$ cat config.mk
export PLATFORM = sky130hd
export DESIGN_NAME = grpcmd_rx
export DESIGN_NICKNAME = d
export VERILOG_FILES = /design/src/rtl/grpcmd_pkg.sv /design/src/rtl/grpcmd_crc8.sv /design/src/rtl/grpcmd_frame.sv /design/src/rtl/grpcmd_commit.sv /design/src/rtl/grpcmd_rx.sv
export SDC_FILE = /design/constraint.sdc
export NUM_CORES = 1
export LEC_CHECK = 0
export CAP_MARGIN = 20
export CORE_ASPECT_RATIO = 1.1
export CORE_MARGIN = 3
export CORE_UTILIZATION = 48
export DETAILED_ROUTE_END_ITERATION = 16
export PLACE_DENSITY = 0.75
export REMOVE_ABC_BUFFERS = 1
export SLEW_MARGIN = 20
export SYNTH_ARGS = -nofsm -noshare
export SYNTH_HDL_FRONTEND = slang
export SYNTH_SLANG_ARGS = --single-unit
export TNS_END_PERCENT = 50
$ cat constraint.sdc
create_clock -name clk -period 3.3 [get_ports clk]
set_clock_uncertainty 0.15 [all_clocks]
set_input_delay 0.825 -clock clk [delete_from_list [all_inputs] [get_ports clk]]
set_output_delay 0.825 -clock clk [all_outputs]
set_load 0.02 [all_outputs]
$ cat src/rtl/grpcmd_pkg.sv
// Shared definitions for the group write receiver.
// Assumes bytes are presented MSB-first as received on the wire.
package grpcmd_pkg;

    // Checksum generator polynomial x^8+x^2+x+1, implicit x^8 term dropped.
    localparam logic [7:0] CRC8_POLY = 8'h07;

    // Receive state of the current sub-packet.
    typedef enum logic [1:0] {
        RX_IDLE,   // outside a transaction
        RX_ADDR,   // next byte is an address byte
        RX_MINE,   // inside this device's write sub-packet
        RX_PASS    // inside a sub-packet not taken by this device
    } rx_state_e;

    // Advance a CRC-8 over one byte, most significant bit first.
    function automatic logic [7:0] crc8_next(input logic [7:0] crc, input logic [7:0] din);
        logic [7:0] c;
        c = crc ^ din;
        for (int i = 0; i < 8; i++) begin
            c = c[7] ? ((c << 1) ^ CRC8_POLY) : (c << 1);
        end
        return c;
    endfunction

endpackage

$ cat src/rtl/grpcmd_crc8.sv
// Running CRC-8 over the bytes of one sub-packet.
// Assumes clr and upd are never high together; clr wins if they are.
module grpcmd_crc8 (
    input  logic       clk,
    input  logic       rst_n,
    input  logic       clr,
    input  logic       upd,
    input  logic [7:0] din,
    output logic [7:0] crc_q
);
    import grpcmd_pkg::*;

    // Restart at every sub-packet boundary, fold in each accepted byte.
    always_ff @(posedge clk) begin
        if (!rst_n || clr) begin
            crc_q <= 8'h00;
        end else if (upd) begin
            crc_q <= crc8_next(crc_q, din);
        end
    end

endmodule

$ cat src/rtl/grpcmd_frame.sv
// Sub-packet framing: tracks address/command/data position, decides the
// acknowledge for each byte and reports when this device's sub-packet ends.
// Assumes at most one of the event and byte inputs is high per cycle; if
// several are, timeout beats START beats REPEATED START beats STOP beats byte.
module grpcmd_frame #(
    parameter int MAX_DATA = 2,
    parameter int IDX_W    = $clog2(MAX_DATA + 4)
) (
    input  logic             clk,
    input  logic             rst_n,
    input  logic [6:0]       own_addr,
    input  logic             pec_en,
    input  logic             bus_timeout,
    input  logic             ev_start,
    input  logic             ev_rstart,
    input  logic             ev_stop,
    input  logic             byte_valid,
    input  logic [7:0]       byte_data,
    output logic             ack_valid,
    output logic             ack,
    output logic             crc_clr,
    output logic             crc_upd,
    output logic             cap_vld,
    output logic [IDX_W-1:0] cap_idx,
    output logic             sp_close,
    output logic [IDX_W-1:0] sp_len,
    output logic             sp_ovf,
    output logic             txn_stop,
    output logic             txn_flush
);
    import grpcmd_pkg::*;

    localparam logic [IDX_W-1:0] CNT_MAX  = '1;
    localparam logic [IDX_W-1:0] LIM_BARE = IDX_W'(MAX_DATA + 1);
    localparam logic [IDX_W-1:0] LIM_PEC  = IDX_W'(MAX_DATA + 2);

    rx_state_e        state_q;
    logic [IDX_W-1:0] cnt_q;
    logic             ovf_q;
    logic [IDX_W-1:0] cap_lim;
    logic             byte_go;
    logic             boundary;
    logic             in_room;

    // Qualify events by priority and size the sub-packet capacity.
    always_comb begin
        boundary  = ev_start | ev_rstart;
        byte_go   = byte_valid & ~bus_timeout & ~boundary & ~ev_stop;
        cap_lim   = pec_en ? LIM_PEC : LIM_BARE;
        in_room   = (cnt_q < cap_lim);
        txn_flush = bus_timeout | ev_start;
        txn_stop  = ev_stop & ~txn_flush & ~ev_rstart;
        sp_close  = (state_q == RX_MINE) & ~txn_flush & (ev_rstart | ev_stop);
        crc_clr   = boundary;
        crc_upd   = byte_go & ((state_q == RX_ADDR) | (state_q == RX_MINE));
        cap_vld   = byte_go & (state_q == RX_MINE) & in_room;
        cap_idx   = cnt_q;
        sp_len    = cnt_q;
        sp_ovf    = ovf_q;
    end

    // Walk address, command and data positions; register the acknowledge.
    always_ff @(posedge clk) begin
        if (!rst_n) begin
            state_q   <= RX_IDLE;
            cnt_q     <= '0;
            ovf_q     <= 1'b0;
            ack_valid <= 1'b0;
            ack       <= 1'b0;
        end else begin
            ack_valid <= 1'b0;
            ack       <= 1'b0;
            if (bus_timeout) begin
                state_q <= RX_IDLE;
            end else if (boundary) begin
                state_q <= RX_ADDR;
                cnt_q   <= '0;
                ovf_q   <= 1'b0;
            end else if (ev_stop) begin
                state_q <= RX_IDLE;
            end else if (byte_valid) begin
                case (state_q)
                    RX_ADDR: begin
                        ack_valid <= 1'b1;
                        if (byte_data[7:1] == own_addr && !byte_data[0]) begin
                            state_q <= RX_MINE;
                            ack     <= 1'b1;
                        end else begin
                            state_q <= RX_PASS;
                        end
                    end
                    RX_MINE: begin
                        ack_valid <= 1'b1;
                        if (in_room) ack <= 1'b1;
                        else         ovf_q <= 1'b1;
                        if (cnt_q != CNT_MAX) cnt_q <= cnt_q + 1'b1;
                    end
                    RX_PASS: ack_valid <= 1'b1;
                    default: ;
                endcase
            end
        end
    end

    // bytes of a sub-packet for another device are refused
    a_r1_pass_refused: assert property (@(posedge clk) disable iff (!rst_n)
        (byte_go && state_q == RX_PASS) |=> (ack_valid && !ack));

    // a read address is refused
    a_r2_read_refused: assert property (@(posedge clk) disable iff (!rst_n)
        (byte_go && state_q == RX_ADDR && byte_data[0]) |=> (ack_valid && !ack));

    // bytes past capacity are refused
    a_r9_over_refused: assert property (@(posedge clk) disable iff (!rst_n)
        (byte_go && state_q == RX_MINE && !in_room) |=> (ack_valid && !ack));

endmodule

$ cat src/rtl/grpcmd_commit.sv
// Staging and commit: holds the captured command until the closing STOP,
// validates length, checksum and uniqueness, and drives the execute strobe
// together with the visible command registers.
// Assumes the checksum value presented at sp_close covers the whole sub-packet.
module grpcmd_commit #(
    parameter int MAX_DATA = 2,
    parameter int IDX_W    = $clog2(MAX_DATA + 4),
    parameter int LEN_W    = $clog2(MAX_DATA + 1)
) (
    input  logic                  clk,
    input  logic                  rst_n,
    input  logic                  pec_en,
    input  logic                  cap_vld,
    input  logic [IDX_W-1:0]      cap_idx,
    input  logic [7:0]            cap_byte,
    input  logic                  sp_close,
    input  logic [IDX_W-1:0]      sp_len,
    input  logic                  sp_ovf,
    input  logic [7:0]            crc_q,
    input  logic                  txn_stop,
    input  logic                  txn_flush,
    output logic                  exec_stb,
    output logic                  err_flag,
    output logic [7:0]            cmd_code,
    output logic [8*MAX_DATA-1:0] cmd_data,
    output logic [LEN_W-1:0]      cmd_len
);
    localparam logic [IDX_W-1:0] MAX_D = IDX_W'(MAX_DATA);

    logic [7:0]            stage_cmd;
    logic [7:0]            stage_dat [MAX_DATA];
    logic                  pend_q;
    logic                  seen_q;
    logic [LEN_W-1:0]      plen_q;
    logic [IDX_W-1:0]      ovh;
    logic [IDX_W-1:0]      body_len;
    logic                  close_good;
    logic                  pend_n;
    logic [LEN_W-1:0]      plen_n;
    logic [8*MAX_DATA-1:0] dat_masked;

    // Capture the command byte into the staging register.
    always_ff @(posedge clk) begin
        if (!rst_n) begin
            stage_cmd <= 8'h00;
        end else if (cap_vld && cap_idx == '0) begin
            stage_cmd <= cap_byte;
        end
    end

    for (genvar k = 0; k < MAX_DATA; k++) begin : g_stage
        // Capture data byte k into its staging slot.
        always_ff @(posedge clk) begin
            if (!rst_n) begin
                stage_dat[k] <= 8'h00;
            end else if (cap_vld && cap_idx == IDX_W'(k + 1)) begin
                stage_dat[k] <= cap_byte;
            end
        end
    end

    // Judge the closing sub-packet and form the pending state it leaves.
    always_comb begin
        ovh        = pec_en ? IDX_W'(2) : IDX_W'(1);
        body_len   = sp_len - ovh;
        close_good = (sp_len >= ovh) && (body_len <= MAX_D) && !sp_ovf &&
                     (!pec_en || crc_q == 8'h00) && !seen_q;
        pend_n     = pend_q;
        plen_n     = plen_q;
        if (sp_close) begin
            pend_n = close_good;
            if (close_good) plen_n = LEN_W'(body_len);
        end
        for (int k = 0; k < MAX_DATA; k++) begin
            dat_masked[8*k +: 8] = (int'(plen_n) > k) ? stage_dat[k] : 8'h00;
        end
    end

    // Track pending, duplicate and error state; commit at the closing STOP.
    always_ff @(posedge clk) begin
        if (!rst_n) begin
            pend_q   <= 1'b0;
            seen_q   <= 1'b0;
            plen_q   <= '0;
            exec_stb <= 1'b0;
            err_flag <= 1'b0;
            cmd_code <= 8'h00;
            cmd_data <= '0;
            cmd_len  <= '0;
        end else begin
            exec_stb <= 1'b0;
            if (txn_flush) begin
                pend_q   <= 1'b0;
                seen_q   <= 1'b0;
                err_flag <= 1'b0;
            end else begin
                if (sp_close) begin
                    seen_q <= 1'b1;
                    if (!close_good) err_flag <= 1'b1;
                end
                plen_q <= plen_n;
                if (txn_stop) begin
                    exec_stb <= pend_n;
                    pend_q   <= 1'b0;
                    seen_q   <= 1'b0;
                    if (pend_n) begin
                        cmd_code <= stage_cmd;
                        cmd_data <= dat_masked;
                        cmd_len  <= plen_n;
                    end
                end else begin
                    pend_q <= pend_n;
                end
            end
        end
    end

    // the strobe lasts one cycle
    a_r4_strobe_single: assert property (@(posedge clk) disable iff (!rst_n)
        exec_stb |=> !exec_stb);

    // the strobe follows a STOP
    a_r4_strobe_after_stop: assert property (@(posedge clk) disable iff (!rst_n)
        exec_stb |-> $past(txn_stop));

    // visible command registers move only with the strobe
    a_r5_held_back: assert property (@(posedge clk) disable iff (!rst_n)
        !exec_stb |-> ($stable(cmd_code) && $stable(cmd_data) && $stable(cmd_len)));

    // a checksum mismatch flags and suppresses execution
    a_r6_bad_sum: assert property (@(posedge clk) disable iff (!rst_n)
        (sp_close && pec_en && crc_q != 8'h00) |=> (err_flag && !exec_stb));

    // a repeated own sub-packet flags and suppresses execution
    a_r8_repeat: assert property (@(posedge clk) disable iff (!rst_n)
        (sp_close && seen_q) |=> (err_flag && !exec_stb));

    // a flush clears the error flag
    a_r10_flush_clears: assert property (@(posedge clk) disable iff (!rst_n)
        txn_flush |=> (!err_flag && !exec_stb));

endmodule

$ cat src/rtl/grpcmd_rx.sv
// Group write slave receiver top: framing, running checksum and commit.
// Assumes a bit-level front end delivering single-cycle condition events
// and whole bytes; acknowledges are driven back to that front end.
module grpcmd_rx #(
    parameter int MAX_DATA = 2,
    parameter int LEN_W    = $clog2(MAX_DATA + 1)
) (
    input  logic                  clk,
    input  logic                  rst_n,
    input  logic [6:0]            own_addr,
    input  logic                  pec_en,
    input  logic                  bus_timeout,
    input  logic                  ev_start,
    input  logic                  ev_rstart,
    input  logic                  ev_stop,
    input  logic                  byte_valid,
    input  logic [7:0]            byte_data,
    output logic                  ack_valid,
    output logic                  ack,
    output logic                  exec_stb,
    output logic                  err_flag,
    output logic [7:0]            cmd_code,
    output logic [8*MAX_DATA-1:0] cmd_data,
    output logic [LEN_W-1:0]      cmd_len
);
    localparam int IDX_W = $clog2(MAX_DATA + 4);

    logic             crc_clr;
    logic             crc_upd;
    logic [7:0]       crc_q;
    logic             cap_vld;
    logic [IDX_W-1:0] cap_idx;
    logic             sp_close;
    logic [IDX_W-1:0] sp_len;
    logic             sp_ovf;
    logic             txn_stop;
    logic             txn_flush;

    grpcmd_frame #(.MAX_DATA(MAX_DATA), .IDX_W(IDX_W)) frame_i (
        .clk(clk), .rst_n(rst_n), .own_addr(own_addr), .pec_en(pec_en),
        .bus_timeout(bus_timeout), .ev_start(ev_start), .ev_rstart(ev_rstart),
        .ev_stop(ev_stop), .byte_valid(byte_valid), .byte_data(byte_data),
        .ack_valid(ack_valid), .ack(ack), .crc_clr(crc_clr), .crc_upd(crc_upd),
        .cap_vld(cap_vld), .cap_idx(cap_idx), .sp_close(sp_close),
        .sp_len(sp_len), .sp_ovf(sp_ovf), .txn_stop(txn_stop), .txn_flush(txn_flush)
    );

    grpcmd_crc8 crc_i (
        .clk(clk), .rst_n(rst_n), .clr(crc_clr), .upd(crc_upd),
        .din(byte_data), .crc_q(crc_q)
    );

    grpcmd_commit #(.MAX_DATA(MAX_DATA), .IDX_W(IDX_W), .LEN_W(LEN_W)) commit_i (
        .clk(clk), .rst_n(rst_n), .pec_en(pec_en), .cap_vld(cap_vld),
        .cap_idx(cap_idx), .cap_byte(byte_data), .sp_close(sp_close),
        .sp_len(sp_len), .sp_ovf(sp_ovf), .crc_q(crc_q), .txn_stop(txn_stop),
        .txn_flush(txn_flush), .exec_stb(exec_stb), .err_flag(err_flag),
        .cmd_code(cmd_code), .cmd_data(cmd_data), .cmd_len(cmd_len)
    );

endmodule

=== After elaboration in Yosys (flattened, before gate mapping) ===
Memories as Yosys holds them, arrays and structs flattened.
Cells that the tools add are included.

* $add $sub $neg: 2
* Order comparisons: 5
* Equality and inequality tests: 9
* Mux-type cells: 43
* Bitwise operators: 34
* Reductions and logical operators: 35

{| class="wikitable"
|+ Operators by type and width
! kind !! count
|-
| 2-to-1 mux 3 bit || 14
|-
| 2-to-1 mux 8 bit || 4
|-
| inverter 3 bit || 8
|-
| 2-to-1 mux 1 bit || 21
|-
| AND 1 bit || 10
|-
| AND reduction 5 bit || 2
|-
| inverter 1 bit || 9
|-
| OR reduction 3 bit || 3
|-
| logical AND 1 bit || 8
|-
| zero test 8 bit || 1
|-
| XOR 8 bit || 1
|-
| == test 7 bit || 1
|-
| 2-to-1 mux 2 bit || 3
|-
| OR 1 bit || 6
|-
| AND reduction 2 bit || 3
|-
| nonzero test 2 bit || 3
|-
| nonzero test 3 bit || 2
|-
| zero test 1 bit || 5
|-
| OR reduction 5 bit || 1
|-
| == test 2 bit (second input constant) || 2
|-
| greater-than comparator 2 x 1 -> 1 bit (second input constant) || 2
|-
| inequality test 2 x 1 -> 1 bit (second input constant) || 2
|-
| OR reduction 2 bit || 2
|-
| OR reduction 4 bit || 1
|-
| other kinds (13) || 14
|}

* Register bits: 56
* Memory bits (writable): 16
* Input bits: 23
* Output and inout port bits: 30
* Logic and storage cells: 145
* Memories: 1

{| class="wikitable"
|+ Memory list
! name !! words !! bits a word !! read ports !! clocked after Yosys merged registers in !! wr ports !! RTL line !! text
|-
| commit_i.stage_dat || 2 || 8 || 2 || 0 || 2 || grpcmd_commit.sv:31 || <nowiki>logic [7:0] stage_dat [MAX_DATA];</nowiki>
|}

=== Logic depth before layout (Yosys ltp) ===
* Depth after elaboration: 17
* Depth in mapped cells: 10
* Depth with buffers taken out: 9

=== Cells and area by module ===
A second synthesis with hierarchy kept.

* Cells, all modules: 327
* Area, all modules: 3454.6 sq um

{| class="wikitable"
|+ Modules (own cells, without submodules)
! module !! instances !! cells each !! area each (sq um) !! seq. area each (sq um)
|-
| grpcmd_commit || 1 || 204 || 2218.4 || 1281.2
|-
| grpcmd_frame || 1 || 67 || 636.9 || 160.2
|-
| grpcmd_crc8 || 1 || 56 || 599.3 || 160.2
|}

=== Least setup slack after synthesis ===
No wires, ideal clock.

* Path type: in2reg
* From: input pec_en
* To: register commit_i.cmd_data[2]
* Setup time: 122 ps
* Data arrival time: 3222 ps
* Data required time: 3028 ps
* Path slack: -194 ps
* Stages: 10
* Path buffers: 1
* Cells stage by stage: inv_1 -> ha_1 -> inv_1 -> fa_1 -> nor2b_1 -> or4_4 -> nor4_4 -> nor2_2 -> buf_6 -> a221o_1

* Cells in the longest elaborated chain, start to end: 11
* Elaborated cells between the ends (all ways): 16
* Those cells by class: 1 x add/sub; 3 x order compare; 5 x mux; 7 x reduce/logical

{| class="wikitable"
|+ Ends and longest elaborated chain
! item !! RTL line !! text
|-
| start, declared || grpcmd_rx.sv:11 || <nowiki>input logic pec_en,</nowiki>
|-
| 2-to-1 mux 2 bit || grpcmd_commit.sv:64 || <nowiki>ovh = pec_en ? IDX_W'(2) : IDX_W'(1);</nowiki>
|-
| subtractor 3 bit || grpcmd_commit.sv:65 || <nowiki>body_len = sp_len - ovh;</nowiki>
|-
| less-or-equal comparator 3 x 2 -> 1 bit || grpcmd_commit.sv:66 || <nowiki>close_good = (sp_len >= ovh) && (body_len <= MAX_D) && !sp_ovf &&</nowiki>
|-
| logical AND 1 bit (3 in series) || grpcmd_commit.sv:66 ||
|-
| logical AND 1 bit || grpcmd_commit.sv:67 || <nowiki>(!pec_en || crc_q == 8'h00) && !seen_q;</nowiki>
|-
| 2-to-1 mux 2 bit || grpcmd_commit.sv:72 || <nowiki>if (close_good) plen_n = LEN_W'(body_len);</nowiki>
|-
| 2-to-1 mux 2 bit || grpcmd_commit.sv:70 || <nowiki>if (sp_close) begin</nowiki>
|-
| greater-than comparator 2 x 1 -> 1 bit || grpcmd_commit.sv:75 || <nowiki>dat_masked[8*k +: 8] = (int'(plen_n) > k) ? stage_dat[k] : 8'h00;</nowiki>
|-
| 2-to-1 mux 8 bit || grpcmd_commit.sv:75 ||
|-
| end signal, assigned || grpcmd_commit.sv:108 || <nowiki>cmd_data <= dat_masked;</nowiki>
|-
| end, declared || grpcmd_commit.sv:25 || <nowiki>output logic [8*MAX_DATA-1:0] cmd_data,</nowiki>
|}

Several ways; a longest one is shown, not always the timed one.
A chain may end at the register's enable or synchronous reset.

=== Worst setup path after layout ===
* From: input pec_en
* To: register commit_i.cmd_data[13]

Same word-level chain as after synthesis.

==> results.env <==
RUN_STATUS='completed'
FP.DIEH_MICRONS=94.5
ANTENNA_VIOLATING_NETS_POST_ROUTE=0
CTS_HOLD_BUFFERS=0
NNETSFINAL=470
WORST_SETUP_PATH_START_KIND='input pin'
FLOW.AREA_GROWTH_FROM_SYNTHESIS_PCT=33.3
WORSTPATHARRIVAL_NS=3.34
IO_BUFFERS=52
ROUTE.DETAILED.DRC=0
MAX-SLEW-MARGIN-REL_PCT=64.4
POSTROUTEWIRELENGTH_MICRONS=7860
FINALSETUPVIOLATIONS=0
CELLPOWERDENSITY_nW_PER_UM2=415
WORST_HOLD_PATH_TYPE='flip-flop to flip-flop'
CRITICALPATHCATEGORY='input pin to flip-flop'
MAXSLEWVIOLCOUNT=0
STD_CELL_ROWS=31
FIRST_GLOBAL_VIAS=2859
SYNTH_FA_HA_AREA_SHARE_PCT=4.98
GRT-OVFL-TOTAL=0
DRT-WIRELENGTH-PER-CELL_MICRONS=15.1
NUMPLACEDINSTANCES=499
END_KIND='flip-flop'
GRT_ANTENNA_BEFORE_REPAIR=0
FIN_CELLS=521
YOSYSUNIQUECELLTYPES=48
VDD_DROP_MAX_mV=0.252
SYNTHARSTFLOPSHARE_PCT=0
CTS-HTREE-LEVELS=3
DRIVE_ABOVE_1_SHARE_PCT=14.8
GRT_START_MAX_NET_PINS=26
INITIAL_CORE_UTIL_PCT=50.6
TOTAL_GLOBAL_ROUTING_TRACK_UTILIZATION_PCT=20.0
FINALHOLDVIOLCOUNT=0
SYNTH_WARNINGS=0
CTS_BUFFERS=9
IOS=53
NUMCLOCKSINKS=72
SYNTHSIMPLEGATEAREAFRAC_PCT=19.9
CTSLONGESTPATHBUFFERS=2
CELLLEAKAGEPOWER_uW=0.00178
TIMING_WORST_SLEW_PIN_VALUE_NS=0.534
MAXCAPVIOLCOUNT=0
CORE_SQ_UM=6750
MAXIMUM_NET_FANOUT_ON_THE_CRITICAL_PATH=4
MULTIINPUTGATEAREA_SQ_UM=1740
VIAS=2841
CP_DATA_REQUIRED_TIME_NS=3.44
CTS_TREE='done'
DIE_X_MICRONS=86.4
DIE_AREA_SQ_UM=8160
DETAILEDROUTE.FIRSTPASSITERATIONCOUNT=4
FMAX_MHz=313
NUMBER_OF_DESIGN_RULE_VIOLATIONS_LEFT_BY_THE_FIRST_DETAILED_ROUTER_ITERATION=123
SYNTH_TOP_FAMILY_BY_AREA='simple AND/OR/NAND/NOR gates'
RSZ_0062_RAISED_AFTER_GLOBAL_ROUTING='no'
FIN_CRIT_SH_PCT=96.8
CLK_PIN_SLEW_WORST_PATHS_NS=0.08
ANTENNA_CELL_COUNT=0
SYNTH_XOR_XNOR_AREA_SHARE_PCT=7.70
GRT_PASS1_WL_MICRONS=13000
LAYOUT.FILLER_CELLS=515
P_TOTAL_uW=1890
SYNTH.YOSYS.SEQ_AREA_SHARE_PCT=46.9
CTS-ROOT-BUF='sky130_fd_sc_hd__clkbuf_8'
POST_SYNTH_INSTANCE_AREA_SQ_UM=3410
FIN_SETUP_TNS_NS=0
FINAL-SEQ-AREA_SQ_UM=1600
DP_HPWL_MICRONS=5720
DRT-VIAS-PER-INSTANCE=5.45
YOSYS_MOST_USED_DFF='sky130_fd_sc_hd__dfxtp_1'
SYNTH_COMPOUND_GATE_AREA_SHARE_PCT=13.9
POST_SYNTH_MUX_AREA_SHARE_PCT=2.93
FINAL_ESTIMATED_ROUTING_CONGESTION_IN_GLOBAL_PLACEMENT=0.881
NUMBER_OF_SYNTHESIZED_REGISTER_BITS=72
TIMING.FINAL.CRIT_PERIOD_NS=3.19
SYNTHESIZED_AREA_DIVIDED_BY_SYNTHESIZED_CELL_COUNT_SQ_UM=9.59
CLK-INSERTION-DELAY-LATE_NS=0.35
NETLIST_INSTANCES=356
SYNTH-EDFF-COUNT=16
==> cells in the final DEF, fill, tap and decap left out, types with 8 or more instances in the layout <==
| cell type | instances |
|---|---|
| sky130_fd_sc_hd__dfxtp_1 | 56 |
| sky130_fd_sc_hd__clkdlybuf4s50_1 | 50 |
| sky130_fd_sc_hd__nand2_1 | 45 |
| sky130_fd_sc_hd__nor2_1 | 40 |
| sky130_fd_sc_hd__buf_4 | 26 |
| sky130_fd_sc_hd__xnor2_1 | 22 |
| sky130_fd_sc_hd__edfxtp_1 | 16 |
| sky130_fd_sc_hd__inv_1 | 13 |
| sky130_fd_sc_hd__nand3_1 | 13 |
| sky130_fd_sc_hd__a21oi_1 | 11 |
| sky130_fd_sc_hd__ha_1 | 11 |
| sky130_fd_sc_hd__mux2i_1 | 10 |
| sky130_fd_sc_hd__nor3_1 | 9 |
| sky130_fd_sc_hd__clkbuf_8 | 9 |
| sky130_fd_sc_hd__xor2_1 | 8 |
| sky130_fd_sc_hd__a221o_1 | 8 |
==> cells in the mapped netlist (4+ instances only) <==
library cell	n	area [sq um]
sky130_fd_sc_hd__dfxtp_1	56	1120
sky130_fd_sc_hd__nand2_1	45	169
sky130_fd_sc_hd__nor2_1	40	150
sky130_fd_sc_hd__xnor2_1	22	193
sky130_fd_sc_hd__edfxtp_1	16	480
sky130_fd_sc_hd__inv_1	15	56.3
sky130_fd_sc_hd__nand3_1	13	65.1
sky130_fd_sc_hd__a21oi_1	12	60.1
sky130_fd_sc_hd__clkbuf_1	12	45.0
sky130_fd_sc_hd__ha_1	12	150
sky130_fd_sc_hd__mux2i_1	10	100
sky130_fd_sc_hd__nor3_1	9	45.0
sky130_fd_sc_hd__a221o_1	8	80.1
sky130_fd_sc_hd__a32o_1	8	80.1
sky130_fd_sc_hd__xor2_1	8	70.1
sky130_fd_sc_hd__a21boi_0	7	52.6
sky130_fd_sc_hd__nor2b_1	7	43.8
sky130_fd_sc_hd__nor4_1	5	31.3
sky130_fd_sc_hd__or3_1	5	31.3
sky130_fd_sc_hd__nand2b_1	4	25.0
sky130_fd_sc_hd__o21ai_0	4	20.0
==> final timing paths <==
kind,startpoint,to,slack (ns),depth (start not counted)
worst min-delay path,commit_i.stage_cmd[3]$_SDFFE_PN0P_,commit_i.cmd_code[3]$_SDFFE_PN0P_,0.31,2
worst min register to register,commit_i.stage_cmd[3]$_SDFFE_PN0P_,commit_i.cmd_code[3]$_SDFFE_PN0P_,0.31,2
worst max-delay path,pec_en,commit_i.cmd_data[13]$_SDFFE_PN0P_,0.11,12
worst max register to register,frame_i.cap_idx[0]$_SDFFE_PN0P_,commit_i.cmd_data[13]$_SDFFE_PN0P_,0.34,11
==> power by group <==
group          total [uW]  internal, uW  leakage [uW]  switching, uW
registers             908           905      0.000616           2.85
logic                 170          82.6       0.00104           87.8
clock network         810           451      0.000121            360
==> layout make-up <==
type | count | share of cell area (%)
timing repair buffer | 83 | 17.9
tap | 82 | 2.25
clock buffer | 11 | 3.82
clock inverter | 5 | 1.43
multi-input combinational | 253 | 38.2
inverter | 15 | 1.24
sequential | 72 | 35.2
==> metal layers <==
layer  wire, microns  global-route usage [%]  vias to the layer above  share of wire (%)
met4             118                    10.6                        0                1.5
li1                -                       -                     1412                  -
met3             356                    3.84                       12                4.5
met1            3210                    21.9                     1347                 41
met5               0                       0                        -                  0
met2            4170                    36.2                       70                 53
==> cell families (layout without fill, tap and decap cells) <==
logic type,Yosys count,in the layout
adder cells (fa/ha/maj),13,13
AO/OA/AOI/OAI,60,60
flip-flops,72,72
multiplexers,10,10
XOR/XNOR,30,30
AND/OR/NAND/NOR,140,140
buffers and inverters,31,114
==> flip-flops by register name (all words and copies together), names as in the netlist, 2 cells and up <==
register and count:
commit_i.cmd_code 8, commit_i.cmd_data 16, commit_i.cmd_len 2, commit_i.plen_q 2
commit_i.stage_cmd 8, commit_i.stage_dat 16, crc_i.crc_q 8, frame_i.cap_idx 3
frame_i.state_q 2
==> through the flow <==
stage,util (%),setup slack [ns],hold slack [ns],area (sq um)
final,67.4,0.107,0.308,4550
after global placement,62.1,-0.527,0.296,4190
after global routing,67.4,0.0358,0.336,4550
after detailed placement,62.1,-0.579,0.303,4190
after CTS,67.0,0.00114,0.316,4520
after floorplan,-,-0.479,0.285,3340
==> critical path: stages <==
cell and delay (ns):
sky130_fd_sc_hd__clkdlybuf4s15_1 0.19, sky130_fd_sc_hd__inv_2 0.06, sky130_fd_sc_hd__buf_4 0.12, sky130_fd_sc_hd__buf_4 0.14, sky130_fd_sc_hd__fa_1 0.44, sky130_fd_sc_hd__nor2b_1 0.15, sky130_fd_sc_hd__or4_4 0.51, sky130_fd_sc_hd__nor4_4 0.14
sky130_fd_sc_hd__buf_4 0.18, sky130_fd_sc_hd__a22o_4 0.16, sky130_fd_sc_hd__bufbuf_16 0.25, sky130_fd_sc_hd__a32o_2 0.17
==> what timing repair did <==
| action | 4_1_cts | 5_1_grt |
|---|---|---|
| resized for setup | 9 | 5 |
| buffers inserted | 3 | 2 |
| gates cloned | 1 | 0 |
| pin swaps | 6 | 3 |
| setup endpoints to repair | 31 | 28 |
Power figures use the tool's default switching activity.
